<file path="src/rtl/pcm_chan_fifo.sv">
module pcm_chan_fifo #(
  parameter int DEPTH      = 16,
  parameter int DW         = 32,
  parameter int SW         = 16,
  parameter int NSLOT      = 7,
  parameter int FIRST_SLOT = 3
) (
  input  logic             clk,
  input  logic             rst_n,
  input  logic             reinit,
  input  logic             tx_en,
  input  logic             tx_fifo_on,
  input  logic             tx_compact,
  input  logic [NSLOT-1:0] tx_slots,
  input  logic             rx_en,
  input  logic             rx_fifo_on,
  input  logic             rx_compact,
  input  logic [NSLOT-1:0] rx_slots,
  input  logic             wr_en,
  input  logic [DW-1:0]    wr_data,
  input  logic             rd_en,
  output logic [DW-1:0]    rd_data,
  input  logic             slot_stb,
  input  logic [3:0]       slot_idx,
  output logic [SW-1:0]    tx_sample,
  output logic             tx_take,
  input  logic [SW-1:0]    rx_sample,
  output logic             tx_empty,
  output logic             tx_half_empty,
  output logic             tx_full,
  output logic             tx_busy,
  output logic             rx_empty,
  output logic             rx_half_full,
  output logic             rx_full,
  output logic             rx_busy
);
  localparam int AW = $clog2(DEPTH);
  localparam int CW = AW + 2;

  logic [DW-1:0] tmem [DEPTH];
  logic [DW-1:0] rmem [DEPTH];
  logic [AW-1:0] twp, trp, rwp, rrp;
  logic [CW-1:0] tcnt, rcnt;
  logic          thalf, rhalf;
  logic [SW-1:0] rlow;
  logic          tsel, rsel;

  always_comb begin
    tsel = 1'b0;
    rsel = 1'b0;
    for (int i = 0; i < NSLOT; i++) begin
      if (slot_idx == 4'(FIRST_SLOT + i)) begin
        tsel = tx_slots[i];
        rsel = rx_slots[i];
      end
    end
  end

  wire [CW-1:0] tcap = tx_fifo_on ? CW'(DEPTH) : CW'(1);
  wire [CW-1:0] rcap = rx_fifo_on ? CW'(DEPTH) : CW'(1);

  assign tx_empty      = (tcnt == '0);
  assign tx_full       = (tcnt >= tcap);
  assign tx_half_empty = ({tcnt[CW-2:0], 1'b0} <= tcap);
  assign tx_busy       = tx_en && !tx_empty;
  assign rx_empty      = (rcnt == '0);
  assign rx_full       = (rcnt >= rcap);
  assign rx_half_full  = ({rcnt[CW-2:0], 1'b0} >= rcap);
  assign rx_busy       = rx_en && (rhalf || !rx_empty);

  wire [DW-1:0] thead = tmem[trp];
  assign tx_take   = slot_stb && tx_en && tsel && !tx_empty;
  assign tx_sample = !tx_take ? '0 :
                     (tx_compact && thalf) ? thead[2*SW-1:SW] : thead[SW-1:0];

  wire tpush = wr_en && !tx_full;
  wire tpop  = tx_take && (!tx_compact || thalf);

  wire rhit  = slot_stb && rx_en && rsel;
  wire rpush = rhit && (!rx_compact || rhalf) && !rx_full;
  wire rpop  = rd_en && !rx_empty;
  wire [DW-1:0] rword = rx_compact ? {rx_sample, rlow} : DW'(rx_sample);

  assign rd_data = rx_empty ? '0 : rmem[rrp];

  always_ff @(posedge clk) begin
    if (tpush) tmem[twp] <= wr_data;
    if (rpush) rmem[rwp] <= rword;
  end

  always_ff @(posedge clk or negedge rst_n) begin
    if (!rst_n) begin
      twp <= '0; trp <= '0; tcnt <= '0; thalf <= 1'b0;
      rwp <= '0; rrp <= '0; rcnt <= '0; rhalf <= 1'b0; rlow <= '0;
    end else if (reinit) begin
      twp <= '0; trp <= '0; tcnt <= '0; thalf <= 1'b0;
      rwp <= '0; rrp <= '0; rcnt <= '0; rhalf <= 1'b0; rlow <= '0;
    end else begin
      if (tpush) twp <= twp + 1'b1;
      if (tpop)  trp <= trp + 1'b1;
      tcnt <= tcnt + CW'(tpush) - CW'(tpop);
      if (!tx_compact)  thalf <= 1'b0;
      else if (tx_take) thalf <= !thalf;

      if (rpush) rwp <= rwp + 1'b1;
      if (rpop)  rrp <= rrp + 1'b1;
      rcnt <= rcnt + CW'(rpush) - CW'(rpop);
      if (!rx_compact) rhalf <= 1'b0;
      else if (rhit) begin
        rhalf <= !rhalf;
        if (!rhalf) rlow <= rx_sample;
      end
    end
  end
endmodule

</file>
<file path="config.mk">
export PLATFORM = sky130hd
export DESIGN_NAME = pcm_chan_fifo
export DESIGN_NICKNAME = d
export VERILOG_FILES = /design/src/rtl/pcm_chan_fifo.sv
export SDC_FILE = /design/constraint.sdc
export NUM_CORES = 1
export LEC_CHECK = 0
export BUFFER_PORTS_ARGS = -buffer_cell sky130_fd_sc_hd__buf_4
export CORE_ASPECT_RATIO = 0.75
export CORE_MARGIN = 4
export CORE_UTILIZATION = 43
export CTS_CLUSTER_DIAMETER = 150
export DETAILED_ROUTE_END_ITERATION = 16
export GPL_TIMING_DRIVEN = 0
export SYNTH_ARGS = -nofsm -noshare
export SYNTH_HDL_FRONTEND = slang
export SYNTH_SLANG_ARGS = --single-unit
</file>
<file path="constraint.sdc">
create_clock -name clk -period 5.2 [get_ports clk]
set_input_delay 0 -clock clk [delete_from_list [all_inputs] [get_ports clk]]
set_output_delay 0 -clock clk [all_outputs]
set_load 0.02 [all_outputs]
</file>
==> impl_metrics.tcl, run 1 <==
set metrics [dict create \
    worstPathCellList "clkbuf_1 -> buf_1 -> mux4_2 -> mux4_2 -> nor2b_1 -> buf_4" \
    wirelength_um 102000 \
    synthSimpleGateAreaFrac_pct 3.01 \
    mostFrequentLayoutCells "edfxtp_1 (1024), mux4_2 (224), mux2i_1 (149)" \
    place_congestion 0.816 \
    layout.nets 2546 \
    syn_avg_cell_area_um2 20.3 \
    synth_top_family_by_area "multiplexers" \
    cap_violations 0 \
    die-area_um2 104000 \
    muxShareOfSynthArea_pct 15.9 \
    finalMaxSlewViolations 0 \
    powerDensity_nw_per_um2 410 \
    dr.pass1.iters 5 \
    yosysWarnings 0 \
    synth.top_cell.area_share_pct 72.7 \
    total_power_mw 20.5 \
    first_iter_violations 2406 \
    period_minus_slack_ns 3.98 \
    crit_slowest_cell "buf_1" \
    syn_area_um2 42300 \
    grt_pass1_vias 21900 \
    crit_type "flip-flop to output port" \
    cts-root-buf "clkbuf_16" \
    cts_buffers 104 \
    fmax_mhz 251 \
    finalSetupViolations 0 \
    utilization_pct 51.3 \
    post_cts_buffers 0 \
    hold-path-cell-count 4 \
    worst-r2r-setup-slack_ns 1.36 \
    synthFlopType "edfxtp_1" \
    hold_path_class "input pin to flip-flop" \
    required_ns 5.20 \
    ant_nets 0 \
    synth-seq-cells 1070 \
    reg2reg_to "rcnt[4]$_DFF_PN0_" \
    drc 0 \
    clk-insertion-delay-late_ns 0.69 \
    reg2reg_depth 15 \
    synth_area_leaders "edfxtp_1 (73%), mux4_2 (12%), mux2i_1 (3.5%)" \
    hold_start "rx_sample[14]" \
    vias 21600 \
    synth_largest_area_cell "edfxtp_1" \
    cp_max_fo 10 \
    hold_end "rlow[14]$_DFFE_PN0P_" \
    ys_seq_area_share_pct 75.4 \
    cts.sinks 1070 \
    die_h_um 280 \
    r2r_start "rcnt[2]$_DFF_PN0_" \
    clk_pin_slew_ns 0.06 \
    synth-compound-area-share_pct 2.29 \
    layout_commonest_cell "edfxtp_1" \
    rsz0062_at_grt "no" \
    htree_levels 3 \
    synth_nets 2204 \
    cp_data_arrival_time_ns 3.98 \
    crit_top_cell "mux4_2" \
    async_flop_share_pct 4.30 \
    synthCells 2086 \
    final_layout_size_suffix_gt1_share_pct 26.1 \
    tightestPinTransition_ns 1.23 \
    synthXorXnorAreaFrac_pct 0.414 \
    core.rowCount 99 \
    synth_cell_types 51 \
    whs_ns 0.152 \
    leakagePower_nw 16.1 \
    grt_pass1_wl_um 148000 \
    io_buffers 132 \
    area_growth_pct 18.3 \
    endpoint_kind "output port" \
    hold_viol_final 0 \
    fin_crit_sh_pct 76.5 \
    cts_tree "yes" \
    post_cts_resized 0 \
    start_util_pct 43.4 \
    fp.dieW_um 370 \
    status "finished, final reports clean" \
    synth-edff-count 1024 \
    clock_path_buffers 3 \
    finClkSkew_ns 0.0487 \
    grt_max_degree 47 \
    slew_headroom_pct 17.8 \
    antenna_cells 0 \
    dp_hpwl_um 68300 \
    antenna_found_initial 0 \
    grtUsageTotal_pct 19.6 \
    peakVddDrop_mv 0.340 \
    slowest_delay_ns 0.82 \
    via_per_inst 5.64 \
    yosys.area_share.adder_pct 1.22 \
    grt-ovfl-total 0 \
    num_io_pins 135 \
    wire_per_inst_um 26.6 \
    cp-start-kind "flip-flop" \
    core-area_um2 97500 \
]
where the power goes:
group          switching, mW  total, mW  leakage, nW  internal, mW
Sequential            0.0628       9.65         9.91          9.59
Combinational           1.78       3.21         4.47          1.44
Clock                   3.26       7.67         1.70          4.41
stage by stage:
| stage | setup WS, ns | instances | setup TNS [ns] | cell area [um2] |
|---|---|---|---|---|
| 4_1_cts | 1.23 | 3831 | 0 | 50000 |
| 3_5_place_dp | 1.30 | 3575 | 0 | 45900 |
| 2_1_floorplan | 0.693 | 2086 | 0 | 42300 |
| 3_3_place_gp | -2.42 | 3531 | -412.18 | 44900 |
| 6_report | 1.22 | 3831 | 0 | 50000 |
| 5_1_grt | 1.09 | 3831 | 0 | 50000 |
routing by layer:
layer  part of all wire, %  up-vias  routed length, um  global-route usage (%)
li1                      -     9178                  -                       -
met1                    46    11400              47200                    30.7
met2                    43      883              44400                    28.4
met3                   8.0      151               8200                    3.94
met4                   2.3        0               2300                    4.87
met5                     0        -                  0                       0
flip-flops by register name, indices dropped and copies added, names as in the netlist:
| signal | count |
|---|---|
| rlow | 16 |
| thalf | 1 |
| rcnt | 6 |
| rrp | 4 |
| rmem | 512 |
| twp | 4 |
| trp | 4 |
| rwp | 4 |
| tmem | 512 |
| rhalf | 1 |
| tcnt | 6 |
synthesized netlist by cell type, types with 2 or more instances:
| master | instances |
|---|---|
| a211oi_1 | 2 |
| a21boi_1 | 2 |
| a21o_1 | 3 |
| a21oi_1 | 13 |
| a221oi_1 | 16 |
| a22oi_1 | 17 |
| a31o_2 | 2 |
| a31oi_1 | 17 |
| and2_1 | 38 |
| and3_1 | 2 |
| buf_1 | 12 |
| buf_2 | 30 |
| buf_4 | 11 |
| clkbuf_1 | 55 |
| dfrtp_1 | 46 |
| edfxtp_1 | 1024 |
| fa_1 | 2 |
| ha_1 | 38 |
| inv_1 | 68 |
| mux2_2 | 16 |
| mux2i_1 | 149 |
| mux4_2 | 224 |
| nand2_1 | 49 |
| nand2b_1 | 5 |
| nand3_1 | 4 |
| nand3b_1 | 3 |
| nand4_1 | 18 |
| nand4bb_1 | 2 |
| nor2_1 | 58 |
| nor2b_1 | 43 |
| nor3_1 | 6 |
| nor3b_1 | 6 |
| o21ai_0 | 12 |
| o21ai_1 | 10 |
| o21bai_1 | 2 |
| o22ai_1 | 48 |
| xnor2_1 | 11 |
| xor2_1 | 9 |
critical path, delay by kind of cell, from the launching register on:
family,cells,cell delay (ns)
buf+inv,3,1.65
flops,1,0.49
mux,2,0.90
simple gates,1,0.25
cell families (layout without fill, tap and decap cells):
kind of cell	count (synthesis)	count (layout)
AO/OA/AOI/OAI	148	148
XOR/XNOR	20	20
adder cells (fa/ha/maj)	40	40
buffers and inverters	177	609
flip-flops	1070	1070
multiplexers	389	389
AND/OR/NAND/NOR	242	242
timing repair:
| item | CTS | global route |
|---|---|---|
| hold buffers | 60 | 0 |
| setup endpoints to repair | 0 | 0 |
| endpoints found under the hold margin | 913 | 0 |
final cells by class:
type                            instances  area, um2
Timing Repair Buffer                  236       2480
Clock buffer                          124       2720
Multi-Input combinational cell        839       9760
Clock inverter                         72        777
Buffer                                109        499
Sequential cell                      1070      31900
Tap cell                             1313       1640
Inverter                               68        255
Fill cell                            7720      47400
worst max path at each step:
stage                             startpoint               endpoint  slack, ns
after floorplan            rcnt[0]$_DFF_PN0_   rmem[4][0]$_DFFE_PP_       0.69
after global placement     rcnt[0]$_DFF_PN0_  rmem[7][11]$_DFFE_PP_      -2.42
after detailed placement   rcnt[2]$_DFF_PN0_      rcnt[4]$_DFF_PN0_       1.30
after CTS                 rrp[1]$_DFFE_PN0P_             rd_data[1]       1.23
after global routing      rrp[1]$_DFFE_PN0P_             rd_data[1]       1.09
final                     rrp[1]$_DFFE_PN0P_             rd_data[1]       1.22
(Power assumes the default switching activity.)
==> run 2: changes to the inputs <==
clock period = 3.7 ns   (was 5.2 ns; I/O delays follow)
==> run 2 against run 1 <==
  * Core utilization increased by 0.054 points
  * Via count about the same
  * Sequential power increased by 41%
  * Clock skew decreased by 0.0016 ns
  * Clock-buffer cell count unchanged
  * Die area unchanged
  * Global-route usage about the same
  * Register-to-register slack got worse by 1.1 ns
  * Final area increased by 0.11%
  * Wire length about the same
  * Hold slack got worse by 0.022 ns
  * Largest cell class unchanged
==> impl_metrics.tcl, run 2 (synthesized netlist as in run 1, its figures left out) <==
set metrics [dict create \
    status "finished, final reports clean" \
    first_iter_violations 2406 \
    use_met2_pct 28.4 \
    num_io_pins 135 \
    largestRegisters "rmem (512), tmem (512), rlow (16)" \
    cp-start-kind "flip-flop" \
    grtUsageTotal_pct 19.6 \
    layout_commonest_cell "edfxtp_1" \
    die-area_um2 104000 \
    vias 21600 \
    crit_slowest_cell "buf_1" \
    htree_levels 3 \
    use_met3_pct 3.91 \
    cts_tree "yes" \
    io_buffers 132 \
    fp.dieW_um 370 \
    place_congestion 0.816 \
    powerDensity_nw_per_um2 576 \
    cp.depth 6 \
    clk_pin_slew_ns 0.06 \
    grt_max_degree 47 \
    worst-path-buf-inv 3 \
    crit_type "flip-flop to output port" \
    post_cts_buffers 0 \
    drc 0 \
    fmax_mhz 281 \
    antenna_cells 0 \
    via_per_inst 5.65 \
    ant_nets 0 \
    leakagePower_nw 16.1 \
    hold_path_class "input pin to flip-flop" \
    dr.pass1.iters 6 \
    endpoint_kind "output port" \
    peakVddDrop_mv 0.478 \
    start_util_pct 43.4 \
    grt-busiest-layer "met1" \
    tightestPinTransition_ns 1.23 \
    multi_input_area_um2 9790 \
    cap_violations 0 \
    wire_per_inst_um 26.7 \
    grt_pass1_wl_um 148000 \
    slowest_delay_ns 0.71 \
    mostFrequentLayoutCells "edfxtp_1 (1024), mux4_2 (224), mux2i_1 (149)" \
    crit_top_cell "mux4_2" \
    cts.sinks 1070 \
    area_growth_pct 18.4 \
    seq_area_um2 31900 \
    cpLargestDelayFamily "buffers and inverters" \
    dp_hpwl_um 68300 \
    place_area_um2 45900 \
    nFillCells 7716 \
    utilization_pct 51.4 \
    final_layout_size_suffix_gt1_share_pct 26.6 \
    worstPathCellList "clkbuf_2 -> buf_1 -> mux4_2 -> mux4_2 -> nor2b_1 -> buf_4" \
    finalSetupViolations 0 \
    fin_crit_sh_pct 96.0 \
    cp_max_fo 10 \
    required_ns 3.70 \
    use_met1_pct 30.7 \
    clk-insertion-delay-late_ns 0.69 \
    rsz0062_at_grt "no" \
    whs_ns 0.130 \
    core.rowCount 99 \
    clock_path_buffers 3 \
    cp_data_arrival_time_ns 3.55 \
    hold-path-cell-count 7 \
    fin_area_um2 50100 \
    antenna_found_initial 0 \
    period_minus_slack_ns 3.55 \
    wirelength_um 102000 \
    die_h_um 280 \
    finalMaxSlewViolations 0 \
    slew_headroom_pct 18.2 \
    layout.nets 2544 \
    core-area_um2 97500 \
    grt_pass1_vias 21900 \
    cts_buffers 104 \
    cts-root-buf "clkbuf_16" \
    grt-ovfl-total 0 \
    reg2reg_depth 15 \
    hold_viol_final 0 \
    finClkSkew_ns 0.0471 \
]
-- run 2: changes by cell type in the layout (fill, tap and decap cells not counted), moves of 2 or more --
cell	previous run	this run
clkdlybuf4s15_2	0	2
buf_2	30	28
buf_1	12	9
clkbuf_1	73	69
clkbuf_4	0	2
clkbuf_2	0	2
-- run 2: what timing repair did --
| action | 4_1_cts | 5_1_grt |
|---|---|---|
| gates resized for setup | 8 | 12 |
| hold buffers | 60 | 0 |
| endpoints found under the setup margin | 43 | 295 |
| hold endpoints to repair | 913 | 0 |
-- run 2: report_power, final --
part           switching [mW]  internal, mW  leakage [nW]
combinational            2.51          2.03          4.49
sequential             0.0902          13.5          9.91
clock                    4.57          6.20          1.70
-- run 2: area by class of cell --
cell class / count / area share, %
Multi-Input combinational cell: 839 / 19.5
Timing Repair Buffer: 236 / 4.96
Tap cell: 1313 / 3.28
Clock inverter: 72 / 1.55
Buffer: 107 / 1.04
Clock buffer: 124 / 5.43
Inverter: 68 / 0.510
Sequential cell: 1070 / 63.7
-- run 2: tightest hold or removal path: cells and delay by family --
| family | cells | cell delay [ns] |
|---|---|---|
| buffers and inverters | 2 | 0.25 |
| AO/OA/AOI/OAI | 3 | 0.24 |
| AND/OR/NAND/NOR | 2 | 0.27 |
-- run 2: worst paths after layout --
check,startpoint,to,slack [ns]
max,rrp[1]$_DFFE_PN0P_,rd_data[3],0.15
min,rx_slots[5],rwp[3]$_DFFE_PN0P_,0.13
max reg2reg,tcnt[3]$_DFF_PN0_,tcnt[5]$_DFF_PN0_,0.23
min reg2reg,rlow[4]$_DFFE_PN0P_,rlow[4]$_DFFE_PN0P_,0.52
max in group asynchronous,rst_n,tcnt[5]$_DFF_PN0_,3.01
min in group asynchronous,rst_n,rwp[3]$_DFFE_PN0P_,0.44
-- run 2: per-layer routing --
layer / vias to the layer above / part of all wire (%)
met2: 862 / 44
met3: 154 / 7.9
met4: 0 / 2.3
li1: 9175 / -
met1: 11400 / 46
met5: - / 0
-- run 2: through the flow --
step           worst slack, ns  setup TNS, ns  total power, mW  cells
6_report                 0.147              0             28.9   3829
5_1_grt                0.00587              0             30.0   3829
4_1_cts                 0.0369              0             29.1   3830
3_5_place_dp            -0.197         -0.297             18.3   3575
3_3_place_gp             -3.92       -1246.95             18.2   3531
2_1_floorplan           -0.807        -103.33             16.7   2086
==> run 3: changes to the inputs <==
PLACE_DENSITY = 0.57   (was not set)
==> run 3 against run 2 <==
  * Clock-buffer cell count is 8 higher
  * Final cell count is 0.16% higher
  * Clock power hardly changed
  * Sequential share of layout area is 0.11 points lower
  * Critical path depth is 6 higher
  * Highest routed layer is now met5
  * Wire length is 2.9% higher
  * Fmax is 0.41% higher
  * Largest power group unchanged
  * Largest cell class unchanged
==> impl_metrics.tcl, run 3 (synthesized netlist as in run 1, its figures left out) <==
set metrics [dict create \
    endpoint_kind "flip-flop" \
    drc 0 \
    clk_pin_slew_ns 0.06 \
    vias 21500 \
    grt-ovfl-total 0 \
    die_h_um 280 \
    cp_max_fo 9 \
    wire_per_inst_um 27.4 \
    finClkSkew_ns 0.0246 \
    core-area_um2 97500 \
    antenna_found_initial 2 \
    cpLargestDelayFamily "simple AND/OR/NAND/NOR gates" \
    status "finished, final reports clean" \
    dr.pass1.iters 5 \
    grt_pass1_vias 22000 \
    crit_type "flip-flop to flip-flop" \
    hold_path_class "input pin to flip-flop" \
    htree_levels 3 \
    peakVddDrop_mv 0.347 \
    cp_data_arrival_time_ns 3.89 \
    mostFrequentLayoutCells "edfxtp_1 (1024), mux4_2 (224), buf_4 (150)" \
    layout_commonest_cell "edfxtp_1" \
    layout.cells.non_filler 3835 \
    worstPathCellList "inv_2 -> ha_1 -> nand4bb_1 -> a211o_1 -> nor2_1 -> a21boi_1 -> buf_4 -> nand2_1 -> nor3_4 -> buf_8 -> buf_6 -> buf_6" \
    total_power_mw 29.0 \
    final_layout_size_suffix_gt1_share_pct 27.1 \
    worst-r2r-setup-slack_ns 0.16 \
    hold_viol_final 0 \
    antenna_cells 0 \
    crit_top_cell "buf_6" \
    nFillCells 7684 \
    rsz0062_at_grt "no" \
    period_minus_slack_ns 3.54 \
    num_io_pins 135 \
    io_buffers 132 \
    largestRegisters "rmem (512), tmem (512), rlow (16)" \
    worst-path-buf-inv 5 \
    ant_nets 0 \
    layout.nets 2550 \
    via_per_inst 5.61 \
    clk-insertion-delay-late_ns 0.66 \
    tightestPinTransition_ns 1.26 \
    dpl.cell_count 3579 \
    fp.dieW_um 370 \
    powerDensity_nw_per_um2 577 \
    slew_headroom_pct 15.9 \
    place_congestion 0.815 \
    fmax_mhz 283 \
    grt_max_degree 47 \
    seq_area_um2 31900 \
    cp-start-kind "flip-flop" \
    crit_slowest_cell "nor3_4" \
    leakagePower_nw 16.2 \
    first_iter_violations 2353 \
    finalSetupViolations 0 \
    grt_pass1_wl_um 151000 \
    finalMaxSlewViolations 0 \
    area_growth_pct 18.6 \
    required_ns 4.05 \
    cts.sinks 1070 \
    cap_violations 0 \
    core.rowCount 99 \
    die-area_um2 104000 \
    wirelength_um 105000 \
    slowest_delay_ns 0.59 \
    cts-root-buf "clkbuf_16" \
    grtUsageTotal_pct 20.2 \
    clock_path_buffers 3 \
    dp_hpwl_um 71400 \
    fin_crit_sh_pct 95.6 \
    cts_buffers 106 \
    cts_tree "yes" \
    multi_input_area_um2 9800 \
    tns_ns 0 \
    start_util_pct 43.4 \
]
-- run 3: cell types whose count changed in the layout (fill, tap and decap cells not counted), sizes merged --
| cell | before | now |
|---|---|---|
| clkdlybuf4s15 | 2 | 3 |
| clkbuf | 179 | 187 |
| buf | 227 | 236 |
| dlygate4sd3 | 59 | 53 |
| inv | 71 | 72 |
| bufinv | 13 | 14 |
| clkinv | 49 | 41 |
-- run 3: power by group --
part | internal [mW] | switching [mW]
logic | 2.03 | 2.54
registers | 13.5 | 0.0867
clock network | 6.34 | 4.49
total | 21.9 | 7.12
-- run 3: path summary, 6_finish.rpt --
path / cells after the start / from / endpoint
max in group asynchronous: 4 / rst_n / rlow[13]$_DFFE_PN0P_
worst max register to register: 12 / rcnt[0]$_DFF_PN0_ / rmem[5][9]$_DFFE_PP_
worst min-delay path: 7 / tx_en / trp[3]$_DFFE_PN0P_
min in group asynchronous: 4 / rst_n / tcnt[5]$_DFF_PN0_
worst min register to register: 2 / rlow[3]$_DFFE_PN0P_ / rlow[3]$_DFFE_PN0P_
worst max-delay path: 12 / rcnt[0]$_DFF_PN0_ / rmem[5][9]$_DFFE_PP_
-- run 3: metrics by stage --
step           worst slack, ns  cell area [um2]  utilization [%]  hold slack, ns
2_1_floorplan           -0.807            42300                -          -0.296
3_3_place_gp             -4.12            44900             46.1          0.0687
3_5_place_dp            -0.109            46000             47.2          0.0689
4_1_cts                 -0.121            50100             51.4          0.0178
5_1_grt                 0.0190            50200             51.5          0.0780
6_report                 0.162            50200             51.5          0.0294
-- run 3: routing by layer --
metal / GRT usage, % / share of wire, % / wire, um / vias up
li1: - / - / - / 9180
met5: 0 / 0.0076 / 8 / -
met3: 2.89 / 6.4 / 6760 / 152
met1: 31.4 / 46 / 48800 / 11400
met4: 5.41 / 2.3 / 2390 / 2
met2: 30.1 / 45 / 47100 / 747
-- run 3: worst min-delay path, stage by stage --
cell and delay (ns):
buf_4 0.11, nand2_1 0.06, a211oi_2 0.08, nand3_1 0.14, nor4b_1 0.08, xnor2_1 0.12
nor2_1 0.04
-- run 3: final cells by class --
| cell class | instances | area share, % |
|---|---|---|
| Tap cell | 1313 | 3.27 |
| Clock inverter | 66 | 1.40 |
| Multi-Input combinational cell | 839 | 19.5 |
| Timing Repair Buffer | 240 | 5.07 |
| Inverter | 68 | 0.509 |
| Clock buffer | 132 | 5.58 |
| Buffer | 107 | 1.05 |
| Sequential cell | 1070 | 63.6 |
-- run 3: what timing repair did --
item                                    in CTS  in global routing
endpoints found under the hold margin      828                  0
gates cloned                                 0                  0
buffers inserted                             2                  4
pin swaps                                    1                  2
gates resized for setup                      9                 29
endpoints found under the setup margin      59                196
hold buffers                                54                  0
